==> src/rtl/evc_pkg.sv <==
package evc_pkg;
    // Fixed event classes; the index is the rank (lower wins).
    localparam int CLS_EMU   = 0;
    localparam int CLS_RST   = 1;
    localparam int CLS_NMI   = 2;
    localparam int CLS_EXC   = 3;
    localparam int NUM_FIXED = 4;
endpackage

==> src/rtl/evc_sys_stage.sv <==
module evc_sys_stage #(
    parameter int NLINES = 8,
    parameter int NLVL   = 4,
    localparam int LW    = (NLINES > 1) ? $clog2(NLINES) : 1,
    localparam int VW    = (NLVL > 1) ? $clog2(NLVL) : 1
) (
    input  logic              clk,
    input  logic              rst_n,
    input  logic [NLINES-1:0] line_in,
    input  logic              cfg_we,
    input  logic [LW-1:0]     cfg_line,
    input  logic              cfg_mask,
    input  logic [VW-1:0]     cfg_level,
    output logic [NLVL-1:0]   lvl_req
);
    typedef struct packed {
        logic [NLINES-1:0]         sync1;
        logic [NLINES-1:0]         sync2;
        logic [NLINES-1:0]         mask;
        logic [NLINES-1:0][VW-1:0] map;
    } sys_st_t;

    sys_st_t st_d, st_q;

    always_comb begin
        st_d       = st_q;
        st_d.sync1 = line_in;
        st_d.sync2 = st_q.sync1;
        if (cfg_we) begin
            st_d.mask[cfg_line] = cfg_mask;
            st_d.map[cfg_line]  = cfg_level;
        end
        for (int k = 0; k < NLVL; k++) begin
            lvl_req[k] = 1'b0;
            for (int l = 0; l < NLINES; l++) begin
                if (st_q.sync2[l] && !st_q.mask[l] && (st_q.map[l] == VW'(k)))
                    lvl_req[k] = 1'b1;
            end
        end
    end

    always_ff @(posedge clk) begin
        if (!rst_n) begin
            st_q.sync1 <= '0;
            st_q.sync2 <= '0;
            st_q.mask  <= '1;
            st_q.map   <= '0;
        end else begin
            st_q <= st_d;
        end
    end

    AST_ALL_MASKED_QUIET: assert property (@(posedge clk) disable iff (!rst_n)
        (&st_q.mask) |-> (lvl_req == '0));

    AST_CFG_WRITE_TAKES: assert property (@(posedge clk) disable iff (!rst_n)
        cfg_we |=> (st_q.mask[$past(cfg_line)] == $past(cfg_mask)));
endmodule

==> src/rtl/evc_core_stage.sv <==
module evc_core_stage #(
    parameter int NCLS = 8,
    localparam int CW  = $clog2(NCLS + 1)
) (
    input  logic            clk,
    input  logic            rst_n,
    input  logic [NCLS-1:0] req,
    input  logic [NCLS-1:0] ret_strobe,
    output logic [NCLS-1:0] take,
    output logic            grant_valid,
    output logic [CW-1:0]   grant_vec,
    output logic [NCLS-1:0] active
);
    typedef struct packed {
        logic [NCLS-1:0] pend;
        logic [NCLS-1:0] act;
        logic            gv;
        logic [CW-1:0]   gvec;
    } core_st_t;

    core_st_t        st_d, st_q;
    logic [CW-1:0]   act_top;
    logic [CW-1:0]   cand;
    logic            win;
    logic [NCLS-1:0] ret_clr;

    always_comb begin
        st_d    = st_q;
        act_top = CW'(NCLS);
        cand    = CW'(NCLS);
        for (int i = NCLS - 1; i >= 0; i--) begin
            if (st_q.act[i])  act_top = CW'(i);
            if (st_q.pend[i]) cand    = CW'(i);
        end
        win = (cand < act_top);
        for (int i = 0; i < NCLS; i++) begin
            take[i]    = win && (cand == CW'(i));
            ret_clr[i] = ret_strobe[i] && (act_top == CW'(i));
        end
        st_d.pend = (st_q.pend & ~take) | req;
        st_d.act  = (st_q.act & ~ret_clr) | take;
        st_d.gv   = win;
        st_d.gvec = win ? cand : '0;
    end

    always_ff @(posedge clk) begin
        if (!rst_n) st_q <= '0;
        else        st_q <= st_d;
    end

    assign grant_valid = st_q.gv;
    assign grant_vec   = st_q.gvec;
    assign active      = st_q.act;

    AST_TAKE_MARKS_ACTIVE: assert property (@(posedge clk) disable iff (!rst_n)
        (|take) |=> (st_q.gv && ((st_q.act & $past(take)) != '0)));

    AST_ACTIVE_GROWS_BY_ONE: assert property (@(posedge clk) disable iff (!rst_n)
        1'b1 |=> ($countones(st_q.act & ~$past(st_q.act)) <= 1));

    AST_RETURN_CLEARS_ONE: assert property (@(posedge clk) disable iff (!rst_n)
        1'b1 |=> ($countones($past(st_q.act) & ~st_q.act) <= 1));

    AST_IDLE_PEND_GRANTS: assert property (@(posedge clk) disable iff (!rst_n)
        ((st_q.pend != '0) && (st_q.act == '0)) |=> st_q.gv);
endmodule

==> src/rtl/evc_ret_bank.sv <==
module evc_ret_bank #(
    parameter int NCLS = 8,
    parameter int PC_W = 16
) (
    input  logic                      clk,
    input  logic                      rst_n,
    input  logic [NCLS-1:0]           load,
    input  logic [PC_W-1:0]           pc_in,
    output logic [NCLS*PC_W-1:0]      ret_addr
);
    typedef struct packed {
        logic [NCLS-1:0][PC_W-1:0] ra;
    } ret_st_t;

    ret_st_t st_d, st_q;

    always_comb begin
        st_d = st_q;
        for (int i = 0; i < NCLS; i++) begin
            if (load[i]) st_d.ra[i] = pc_in;
        end
    end

    always_ff @(posedge clk) begin
        if (!rst_n) st_q <= '0;
        else        st_q <= st_d;
    end

    assign ret_addr = st_q.ra;

    for (genvar g = 0; g < NCLS; g++) begin : g_hold
        AST_RET_HOLD: assert property (@(posedge clk) disable iff (!rst_n)
            !load[g] |=> $stable(st_q.ra[g]));
        AST_RET_LOAD: assert property (@(posedge clk) disable iff (!rst_n)
            load[g] |=> (st_q.ra[g] == $past(pc_in)));
    end
endmodule

==> src/rtl/evc_top.sv <==
module evc_top #(
    parameter int NLINES = 8,
    parameter int NLVL   = 4,
    parameter int PC_W   = 16,
    localparam int NCLS  = evc_pkg::NUM_FIXED + NLVL,
    localparam int CW    = $clog2(NCLS + 1),
    localparam int LW    = (NLINES > 1) ? $clog2(NLINES) : 1,
    localparam int VW    = (NLVL > 1) ? $clog2(NLVL) : 1
) (
    input  logic                 clk,
    input  logic                 rst_n,
    input  logic                 emu_req,
    input  logic                 reset_evt_req,
    input  logic                 nmi_pin,
    input  logic                 wdog_timeout,
    input  logic                 fault_align,
    input  logic                 fault_undef,
    input  logic [NLINES-1:0]    periph_req,
    input  logic [NLVL-1:0]      swi_raise,
    input  logic                 cfg_we,
    input  logic [LW-1:0]        cfg_line,
    input  logic                 cfg_mask,
    input  logic [VW-1:0]        cfg_level,
    input  logic [PC_W-1:0]      pc_in,
    input  logic [NCLS-1:0]      ret_strobe,
    output logic                 exc_kill,
    output logic                 grant_valid,
    output logic [CW-1:0]        grant_vec,
    output logic [NCLS-1:0]      active,
    output logic [NCLS*PC_W-1:0] ret_addr
);
    import evc_pkg::*;

    logic [NLVL-1:0] lvl_req;
    logic [NCLS-1:0] core_req;
    logic [NCLS-1:0] take;

    evc_sys_stage #(.NLINES(NLINES), .NLVL(NLVL)) u_sys (
        .clk      (clk),
        .rst_n    (rst_n),
        .line_in  (periph_req),
        .cfg_we   (cfg_we),
        .cfg_line (cfg_line),
        .cfg_mask (cfg_mask),
        .cfg_level(cfg_level),
        .lvl_req  (lvl_req)
    );

    always_comb begin
        core_req          = '0;
        core_req[CLS_EMU] = emu_req;
        core_req[CLS_RST] = reset_evt_req;
        core_req[CLS_NMI] = nmi_pin | wdog_timeout;
        core_req[CLS_EXC] = fault_align | fault_undef;
        for (int k = 0; k < NLVL; k++)
            core_req[NUM_FIXED + k] = lvl_req[k] | swi_raise[k];
        exc_kill = fault_align | fault_undef;
    end

    evc_core_stage #(.NCLS(NCLS)) u_core (
        .clk        (clk),
        .rst_n      (rst_n),
        .req        (core_req),
        .ret_strobe (ret_strobe),
        .take       (take),
        .grant_valid(grant_valid),
        .grant_vec  (grant_vec),
        .active     (active)
    );

    evc_ret_bank #(.NCLS(NCLS), .PC_W(PC_W)) u_ret (
        .clk     (clk),
        .rst_n   (rst_n),
        .load    (take),
        .pc_in   (pc_in),
        .ret_addr(ret_addr)
    );

    AST_NMI_EITHER_SOURCE: assert property (@(posedge clk) disable iff (!rst_n)
        ((nmi_pin || wdog_timeout) && active == '0 && !take[CLS_EMU] && !take[CLS_RST]
         && !$past(emu_req) && !$past(reset_evt_req)) |=> ##1 (active[CLS_NMI] || active[CLS_EMU] || active[CLS_RST]));
endmodule

==> config.mk <==
export PLATFORM = sky130hd
export DESIGN_NAME = evc_top
export DESIGN_NICKNAME = d
export VERILOG_FILES = /design/src/rtl/evc_pkg.sv /design/src/rtl/evc_sys_stage.sv /design/src/rtl/evc_core_stage.sv /design/src/rtl/evc_ret_bank.sv /design/src/rtl/evc_top.sv
export SDC_FILE = /design/constraint.sdc
export NUM_CORES = 1
export LEC_CHECK = 0
export BUFFER_PORTS_ARGS = -buffer_cell sky130_fd_sc_hd__buf_2
export CORE_AREA = 2 2 94 164
export CTS_CLUSTER_SIZE = 20
export DETAILED_ROUTE_END_ITERATION = 10
export DIE_AREA = 0 0 96 166
export MAX_ROUTING_LAYER = met4
export PLACE_DENSITY = 0.78
export SYNTH_ARGS = -nofsm -noshare
export SYNTH_HDL_FRONTEND = slang
export SYNTH_SLANG_ARGS = --single-unit
==> constraint.sdc <==
create_clock -name clk -period 4.65 [get_ports clk]
set_input_delay 0.93 -clock clk [delete_from_list [all_inputs] [get_ports clk]]
set_output_delay 0.93 -clock clk [all_outputs]
set_load 0.05 [all_outputs]
==> results.md, run 1 <==
Clock network:
- The number of H-tree levels is 4.
- The root buffer cell is sky130_fd_sc_hd__clkbuf_16.
- The number of buffers inserted by post-CTS setup repair is 0.
- The count of instances resized after the clock tree is built is 0.
- The later pin in the worst-skew pair is clocked with a latency of 0.43 ns.
- The longest clock path from root to sink contains 2 buffers.
- The clock tree from TritonCTS is built.
- The clock sink count is 189.
- Counting the buffers created by CTS gives 17.
- The clock slew at the register clock pins of the worst setup and hold paths is 0.07 ns.
- The hold-fix buffer count after cts is 0.

Synthesis:
- Yosys instantiated no cell more often than sky130_fd_sc_hd__dfxtp_1.
- By count the netlist is led by sky130_fd_sc_hd__dfxtp_1 (189), sky130_fd_sc_hd__nand2_1 (133), sky130_fd_sc_hd__mux2i_1 (120).
- The flip-flop and latch count after synthesis is 189.
- In this run, synthesis inferred 0 flip-flops with an integrated enable.
- In the post-synthesis netlist, the biggest area contributors are sky130_fd_sc_hd__dfxtp_1 (50%), sky130_fd_sc_hd__mux2i_1 (16%), sky130_fd_sc_hd__nand2_1 (6.6%).
- The share of Yosys cell area claimed by the top area cell type is 49.9%.
- Summing the sequential cell areas from Yosys gives 49.9% of the chip area.
- For this run, asynchronously set or reset flops after synthesis account for 0%.
- The mean post-synth cell area is 9.62 um^2.
- The largest total area in the synthesized netlist belongs to sky130_fd_sc_hd__dfxtp_1.
- The primary flip-flop cell chosen by synthesis mapping is sky130_fd_sc_hd__dfxtp_1.
- The net count of the mapped netlist is 842.
- The number of unique standard cell types used by synthesis is 56.
- The synthesized netlist occupies a cell area of 7580 um^2.
- The count of mapped cells out of synthesis is 788.
- For this run, the number of Yosys warnings is 0.

Pwr:
- In this run the static leakage power is 4.32 nW.
- The worst-case IR drop observed on VDD is 0.347 mV.
- The ratio of total power to cell area is 571 nW/um^2.

Min path:
- The start point of the worst hold path is u_sys.st_d[25]$_SDFF_PN0_.
- The endpoint of the worst hold path is u_sys.st_q[25]$_SDFF_PN0_.
- The tightest min-delay check is of the reg2reg type.
- The cell count of the worst hold path is 1.

Critical path:
- At the worst endpoint, the required time is 4.99 ns.
- The worst register-to-register path ends at u_ret.ret_addr[116]$_SDFFE_PN0P_.
- The type of the setup path with the least slack is reg2reg.
- The category of the worst setup path capture point is a register.
- In this run the critical register-to-register path is launched from u_core.st_q[15]$_SDFF_PN0_.
- The type of element launching the critical path is a register.
- Across all register-to-register paths, the minimum setup slack is 1.17 ns.
- The worst-path maximum fanout is 18.
- Counting cells, the worst reg-to-reg path comes to 8.
- The data arrival time at the worst-slack endpoint is 3.82 ns.

Timing:
- The final period utilization is 74.8%.
- Once routing completed, OpenROAD measured the worst setup slack at 1.17 ns.
- Timing would allow up to 0.288 GHz.
- The number of pins with negative max-slew slack in the final report is 0.
- Across the routed clock network, the largest skew measured is 0.0182 ns.
- Setup total negative slack on the finished layout was measured at 0 ns.
- The slew at the pin closest to its max-slew limit is 1.07 ns.
- The total count of hold-check failures in the final report is 0.
- The setup violation total in the final timing report is 0.
- The post-route minimum period is 3.48 ns.
- Measured against its own limit, the worst slew margin works out to 28.5%.
- Setup repair after global routing left no endpoint under its margin.

Drt:
- The count of TritonRoute iterations in the first routing pass is 5.
- The detail route stage leaves a number of antenna-violating nets equal to 0.
- The detailed router placed 6297 vias in this run.
- The mean number of vias per cell is 5.51.
- The number of remaining DRC errors is 0.
- Dividing the detail-routed wire length by the instance count gives 17.9 um.
- The final layout contains routed wiring with a total length of 20.4 mm.
- The initial DRC count is 333.

Die:
- For this configuration, the core starts out at a cell density of 51.6%.
- The die height is 166 um.
- The floorplan step set the die width to 96 um.
- In this run the core area contains 59 standard-cell rows.
- After floorplanning, the core was sized to cover 14700 um^2.
- The total I/O pin count is 193.
- The floorplan step defined a die boundary enclosing 15900 um^2.

Global routing:
- Entering global routing, the biggest net connects 65 pins.
- The number of antenna violations at the first check in global routing is 1.
- The overall fraction of global-route tracks in use is 26.2%.
- After global routing the overflow that remains totals 0.
- The via count of the first global-routing pass was 6034.
- The first global-routing pass estimated 31.3 mm of wire.

Final layout:
- The multi-input logic area is 3440 um^2.
- In the final layout, the share of cells above drive strength 1 is 25.9%.
- The number of nets in the layout is 1000.
- The area added between synthesis and finish is 20.1%.
- The sequential standard cell area is 3780 um^2.
- The layout has 1271 filler cells.

Flow run:
- The max capacitance violation total is 0.

Run status:
- The flow ran to the end, and the final reports show no timing, DRC or antenna violations.

Placement:
- At the end of routability-driven placement, the weighted congestion stood at 0.883.
- The half-perimeter wire length after placement is 14.6 mm.
- The number of buffers added on ports is 192.
- OpenSTA, run right after detailed placement, puts the worst setup slack at 1.22 ns.
[worst max-delay path by stage]
| stage | cells past startpoint | endpoint | start |
|---|---|---|---|
| 4_1_cts | 8 | u_ret.ret_addr[116]$_SDFFE_PN0P_ | u_core.active[0]$_SDFF_PN0_ |
| 5_1_grt | 8 | u_ret.ret_addr[126]$_SDFFE_PN0P_ | u_core.st_q[15]$_SDFF_PN0_ |
| 6_report | 8 | u_ret.ret_addr[116]$_SDFFE_PN0P_ | u_core.st_q[15]$_SDFF_PN0_ |
| 2_1_floorplan | 9 | u_ret.ret_addr[79]$_SDFFE_PN0P_ | u_core.active[0]$_SDFF_PN0_ |
| 3_5_place_dp | 8 | u_ret.ret_addr[122]$_SDFFE_PN0P_ | u_core.active[0]$_SDFF_PN0_ |
| 3_3_place_gp | 8 | u_ret.ret_addr[126]$_SDFFE_PN0P_ | u_core.active[0]$_SDFF_PN0_ |
[power by group]
| group | total [mW] | leakage [nW] | internal, mW | switching [mW] |
|---|---|---|---|---|
| Clock | 1.43 | 0.282 | 0.719 | 0.708 |
| Sequential | 1.95 | 1.54 | 1.82 | 0.126 |
| Combinational | 1.82 | 2.50 | 0.473 | 1.35 |
| Total | 5.20 | 4.32 | 3.01 | 2.18 |
[registers in the layout (all words and copies together), names as in the netlist]
register / count
u_ret.ret_addr: 128
u_sys.st_q: 32
u_core.active: 8
u_core.st_q: 8
u_sys.st_d: 8
u_core.grant_vec: 4
u_core.grant_valid: 1
[cell usage in the layout (no fill, tap or decap), types with 5 or more instances in the layout]
master                      netlist  layout
sky130_fd_sc_hd__a21oi_1         41      41
sky130_fd_sc_hd__inv_1           13      13
sky130_fd_sc_hd__mux2i_1        120     120
sky130_fd_sc_hd__o21ai_1         25      25
sky130_fd_sc_hd__nor4bb_1         6       6
sky130_fd_sc_hd__dfxtp_1        189     189
sky130_fd_sc_hd__and2_1          18      18
sky130_fd_sc_hd__o21a_1           5       5
sky130_fd_sc_hd__buf_4           18       8
sky130_fd_sc_hd__nand3_1         34      34
sky130_fd_sc_hd__buf_2            2     191
sky130_fd_sc_hd__nand3b_1         6       6
sky130_fd_sc_hd__nor4b_1         10      10
sky130_fd_sc_hd__nand2_1        133     133
sky130_fd_sc_hd__nor2_1          31      30
sky130_fd_sc_hd__o21ai_0         16      16
sky130_fd_sc_hd__clkbuf_16        0      17
sky130_fd_sc_hd__nand4b_1         7       7
sky130_fd_sc_hd__nor3_1           7       7
[layer usage]
metal | global-route usage (%) | part of all wire, %
met5 | - | 0
met4 | 10.6 | 2.6
met3 | 4.54 | 4.8
met2 | 43.9 | 52
met1 | 30.4 | 40
[per-stage QoR]
step	total power [mW]	instance area [um^2]	util (%)	hold slack (ns)	cells
finish	5.20	9110	62.0	0.435	1142
global route	5.40	9110	62.0	0.452	1142
CTS	5.22	9100	62.0	0.441	1141
detailed placement	3.81	8520	58.0	0.423	1110
global placement	3.78	8520	58.0	0.415	1110
floorplan	3.40	7580	-	0.412	788
[critical path, cell delays in order, from the launching register on]
cell and delay [ns]:
sky130_fd_sc_hd__dfxtp_1 0.40, sky130_fd_sc_hd__nor4_2 0.39, sky130_fd_sc_hd__a21boi_0 0.35, sky130_fd_sc_hd__ha_1 0.32, sky130_fd_sc_hd__a21oi_1 0.19, sky130_fd_sc_hd__o21a_1 0.36, sky130_fd_sc_hd__and3_1 0.28, sky130_fd_sc_hd__o211a_1 0.82
sky130_fd_sc_hd__mux2i_1 0.28
[area by class of cell]
type | instances | area share (%)
antenna | 1 | 0.0275
clock buffer | 18 | 4.71
clock inverter | 13 | 1.66
inverter | 14 | 0.577
multi-input combinational | 525 | 37.8
sequential | 189 | 41.5
tap | 183 | 2.51
timing repair buffer | 199 | 11.2
[kinds of logic after synthesis]
logic type      after synthesis  share of synthesized area (%)
simple gates                278                           18.2
flops                       189                           49.9
compound gates              124                           10.3
mux                         120                           15.8
buf+inv                      74                           5.18
fa+ha+maj                     3                          0.495
Note: power is estimated with default switching activity, not from simulation.
==> run 2: changes to the inputs <==
Settings changed: ABC_AREA from default to 1, CORE_AREA 2 2 94 164 to 2 2 98 171, DIE_AREA 0 0 96 166 to 0 0 100 173, PLACE_DENSITY 0.78 to 0.77.
Clock period 4.65 ns to 3.5 ns, I/O delays scaled along.
==> run 2 against run 1 <==
Against the previous run: sequential power rose by 27%; synthesized cell count rose by 57%; setup slack got worse by 0.50 ns; non-clock buffer count fell by 6; cell area rose by 5.5%; worst hold slack got worse by 0.026 ns; global-route usage fell by 0.52 points.
==> results.md, run 2 <==
Placement:
- Once detailed placement completed, the half-perimeter wirelength came to 15.1 mm.
- The number of placed instances, taps included is 1543.
- Timing analysis after detailed placement gives a worst setup slack of 0.738 ns.
- The placed instances occupy a cell area of 9030 um^2.
- The number of buffers added on ports is 192.
- The final weighted congestion in routability-driven placement is 0.936.

Final layout:
- The count of cells in the finished layout, fillers not included, comes to 1574.
- The multi-input logic area is 3220 um^2.
- The sequential standard cell area is 3780 um^2.
- The number of nets in the layout is 1427.
- The area added between synthesis and finish is 16.0%.
- The final non-filler cell area is 9610 um^2.
- After filler insertion, the fill cell instance count of the layout stands at 1532.
- The library cells used most frequently in the layout, excluding fill and tap cells, are sky130_fd_sc_hd__nand2_1 (324), sky130_fd_sc_hd__nor2_1 (303), sky130_fd_sc_hd__inv_1 (210), sky130_fd_sc_hd__buf_2 (191), sky130_fd_sc_hd__dfxtp_1 (189).
- The antenna diode count is 0.
- The final core utilization is 60.5%.
- The register with the most flip-flops in the layout has 128 of them.
- Cells with a size suffix above 1 make up 17.6% of the layout.
- The most common library cell in the layout ignoring fill and taps is sky130_fd_sc_hd__nand2_1.

Global routing:
- The total overflow left after global routing is 0.
- The number of antenna violations at the first check in global routing is 0.
- The wire length of the first global-routing pass is 34.1 mm.
- Entering global routing, the biggest net connects 169 pins.
- The via count of the first global-routing pass is 6968.
- The overall fraction of global-route tracks in use is 25.7%.

Timing:
- The total count of hold-check failures in the final report came to 0.
- The setup violation total in the final timing report is 0.
- The number of pins with negative max-slew slack in the final report is 0.
- The clock skew is 0.0125 ns.
- The upper clock frequency limit is 0.354 GHz.
- The smallest setup slack after layout is 0.674 ns.
- The post-route minimum period is 2.83 ns.
- On the final layout, the worst hold slack is 0.409 ns.
- In this run the tightest slew margin relative to its limit is 48.6%.
- At the pin with the least slew margin, the transition time is 0.771 ns.
- The setup TNS is 0 ns.
- Setup repair after global routing left no endpoint under its margin.
- The final period utilization is 80.7%.

Clock network:
- TritonCTS created 17 clock buffers.
- The worst-case clock buffer depth is 2.
- Clock tree synthesis selected as its root buffer the cell sky130_fd_sc_hd__clkbuf_16.
- The clock tree from TritonCTS is built.
- The clock sink count is 189.
- After clock tree synthesis, the clock-pin slew on the worst setup and hold paths is 0.07 ns.
- The clock reaches the later pin of the worst-skew pair after 0.44 ns.
- The hold-fix buffer count after cts is 0.
- The number of H-tree levels is 4.
- In this run, post-CTS repair resized a total of 0 instances.
- The number of buffers inserted by post-CTS setup repair is 0.

Critical path:
- Data on the critical path is required at its endpoint by 3.86 ns.
- Data on the critical path arrives at its endpoint at 3.19 ns.
- In this run the critical register-to-register path is launched from u_core.active[1]$_SDFF_PN0_.
- The most critical setup path has its endpoint at u_ret.ret_addr[76]$_SDFFE_PN0P_.
- The type of element launching the critical path is a register.
- The setup slack on the worst flop-to-flop path is 0.67 ns.
- The slowest stage of the critical path belongs to the cell sky130_fd_sc_hd__a21oi_4.
- The depth of the worst register-to-register path is 12.
- The category of the worst setup path capture point is a register.
- The signal on the critical path passes through nor2_1 -> inv_1 -> nor3_1 -> inv_1 -> nor2_1 -> inv_1 -> ha_1 -> a21oi_4 -> nand3_4 -> nand2_1 -> nand2_1 -> nor2_1.
- The critical path in this run is classified as reg2reg.
- The delay of the slowest critical-path stage is 0.49 ns.
- The launching element of the worst setup path is u_core.active[1]$_SDFF_PN0_.
- The worst-path maximum fanout is 34.
- In this run the critical register-to-register path is captured at u_ret.ret_addr[76]$_SDFFE_PN0P_.

Pwr:
- The static power due to leakage is 5.48 nW.
- The worst-case IR drop observed on VDD is 0.430 mV.
- After layout, the design draws a total of 6.07 mW.
- Dividing total power by cell area gives a power density of 631 nW/um^2.

Synthesis:
- The count of mapped cells out of synthesis is 1235.
- The average instance in the mapped netlist occupies 6.71 um^2.
- Counting every net in the synthesized netlist gives 1289.
- For this run, the number of Yosys warnings is 0.
- The number of enable flip-flop cells after synthesis is 0.
- The share of flip-flops with an asynchronous set or reset after synthesis is 0%.
- The number of unique standard cell types used by synthesis is 31.
- Sequential elements use 45.7% of the synthesized area.
- After synthesis, the cell types taking the most area are sky130_fd_sc_hd__dfxtp_1 (46%), sky130_fd_sc_hd__nand2_1 (15%), sky130_fd_sc_hd__nor2_1 (14%).
- The library cell occupying the most area in the post-synthesis netlist is sky130_fd_sc_hd__dfxtp_1.
- The synthesized netlist occupies a cell area of 8280 um^2.
- The top cell type by area accounts for 45.7% of the synthesized area.
- In this run, synthesis produced a sequential element count of 189.
- Ranked by instance count, the synthesized netlist is headed by sky130_fd_sc_hd__nand2_1 (324), sky130_fd_sc_hd__nor2_1 (303), sky130_fd_sc_hd__inv_1 (210).
- Among all cell types in the netlist, the one instantiated most often is sky130_fd_sc_hd__nand2_1.
- For this run, the leading register cell type out of synthesis is sky130_fd_sc_hd__dfxtp_1.

Die:
- The row count is 61.
- The core box area is 15900 um^2.
- The chip width is 100 um.
- Once the floorplan was initialized, standard cells occupied 52.2% of the core.
- The die footprint is 17300 um^2.
- The total I/O pin count is 193.
- The die is 173 um tall.

Drt:
- The remaining antenna violation count is 0.
- The number of remaining DRC errors is 0.
- The total detailed-routing wirelength is 21.5 mm.
- The per-cell routed wire length is 13.7 um.
- The detailed router finished its first iteration with 353 violations.
- The mean number of vias per cell is 4.77.
- The count of TritonRoute iterations in the first routing pass is 4.
- For this block, the via count after detailed routing is 7503.

Flow run:
- The max capacitance violation total is 0.

Min path:
- The path class of the tightest hold or removal check is reg2reg.

Run status:
- The run finished with clean final reports.
-- run 2: changes by cell type after synthesis, sizes merged, moves of 7 or more --
cell    before  now
nor4b       10    0
nand2      133  328
buf         28   45
mux2i      120    0
o21ai       41   21
nor3         7   24
and2        18    0
inv         13  213
nand4b       7    0
nor2        31  304
a21oi       42   28
-- run 2: worst max-delay path: cells and delay by family (launching register included) --
kind	cells	cell delay, ns
AOI/OAI and AO/OA	1	0.49
adders and majority gates	1	0.24
buffers and inverters	3	0.25
DFF	1	0.34
and+or+nand+nor	7	1.44
-- run 2: cell type report --
class | instances | area share, %
clock inverter | 11 | 1.41
clock buffer | 20 | 4.65
multi-input combinational | 758 | 33.5
sequential | 189 | 39.4
timing repair buffer | 193 | 10.2
inverter | 214 | 8.36
tap | 189 | 2.46
-- run 2: worst min path at each step --
stage,startpoint,endpoint,slack [ns],cells past startpoint
final,u_sys.st_d[24]$_SDFF_PN0_,u_sys.st_q[24]$_SDFF_PN0_,0.41,2
after floorplan,u_sys.st_d[24]$_SDFF_PN0_,u_sys.st_q[24]$_SDFF_PN0_,0.39,2
after CTS,u_sys.st_d[24]$_SDFF_PN0_,u_sys.st_q[24]$_SDFF_PN0_,0.41,2
after detailed placement,u_sys.st_d[28]$_SDFF_PN0_,u_sys.st_q[28]$_SDFF_PN0_,0.40,2
after global routing,u_sys.st_d[24]$_SDFF_PN0_,u_sys.st_q[24]$_SDFF_PN0_,0.42,2
after global placement,u_sys.st_d[29]$_SDFF_PN0_,u_sys.st_q[29]$_SDFF_PN0_,0.39,2
-- run 2: report_power, final --
part / internal, mW / switching [mW] / leakage, nW / total, mW
registers: 2.36 / 0.114 / 1.54 / 2.47
clock network: 1.08 / 0.852 / 0.279 / 1.93
logic: 0.382 / 1.28 / 3.66 / 1.66
-- run 2: cell families after synthesis --
logic type               Yosys count  synth area share, %
AO/OA/AOI/OAI                     57                 3.85
flip-flops                       189                 45.7
AND/OR/NAND/NOR                  698                 34.6
buffers and inverters            288                 15.4
adder cells (fa/ha/maj)            3                0.453
-- run 2: metal layers --
layer  vias to the layer above  track usage [%]  part of all wire (%)
met4                         0             11.8                   3.6
met3                        54             4.93                   4.4
met2                       204             45.9                    54
li1                       3870                -                     -
met1                      3375             26.7                    38
met5                         -                -                     0
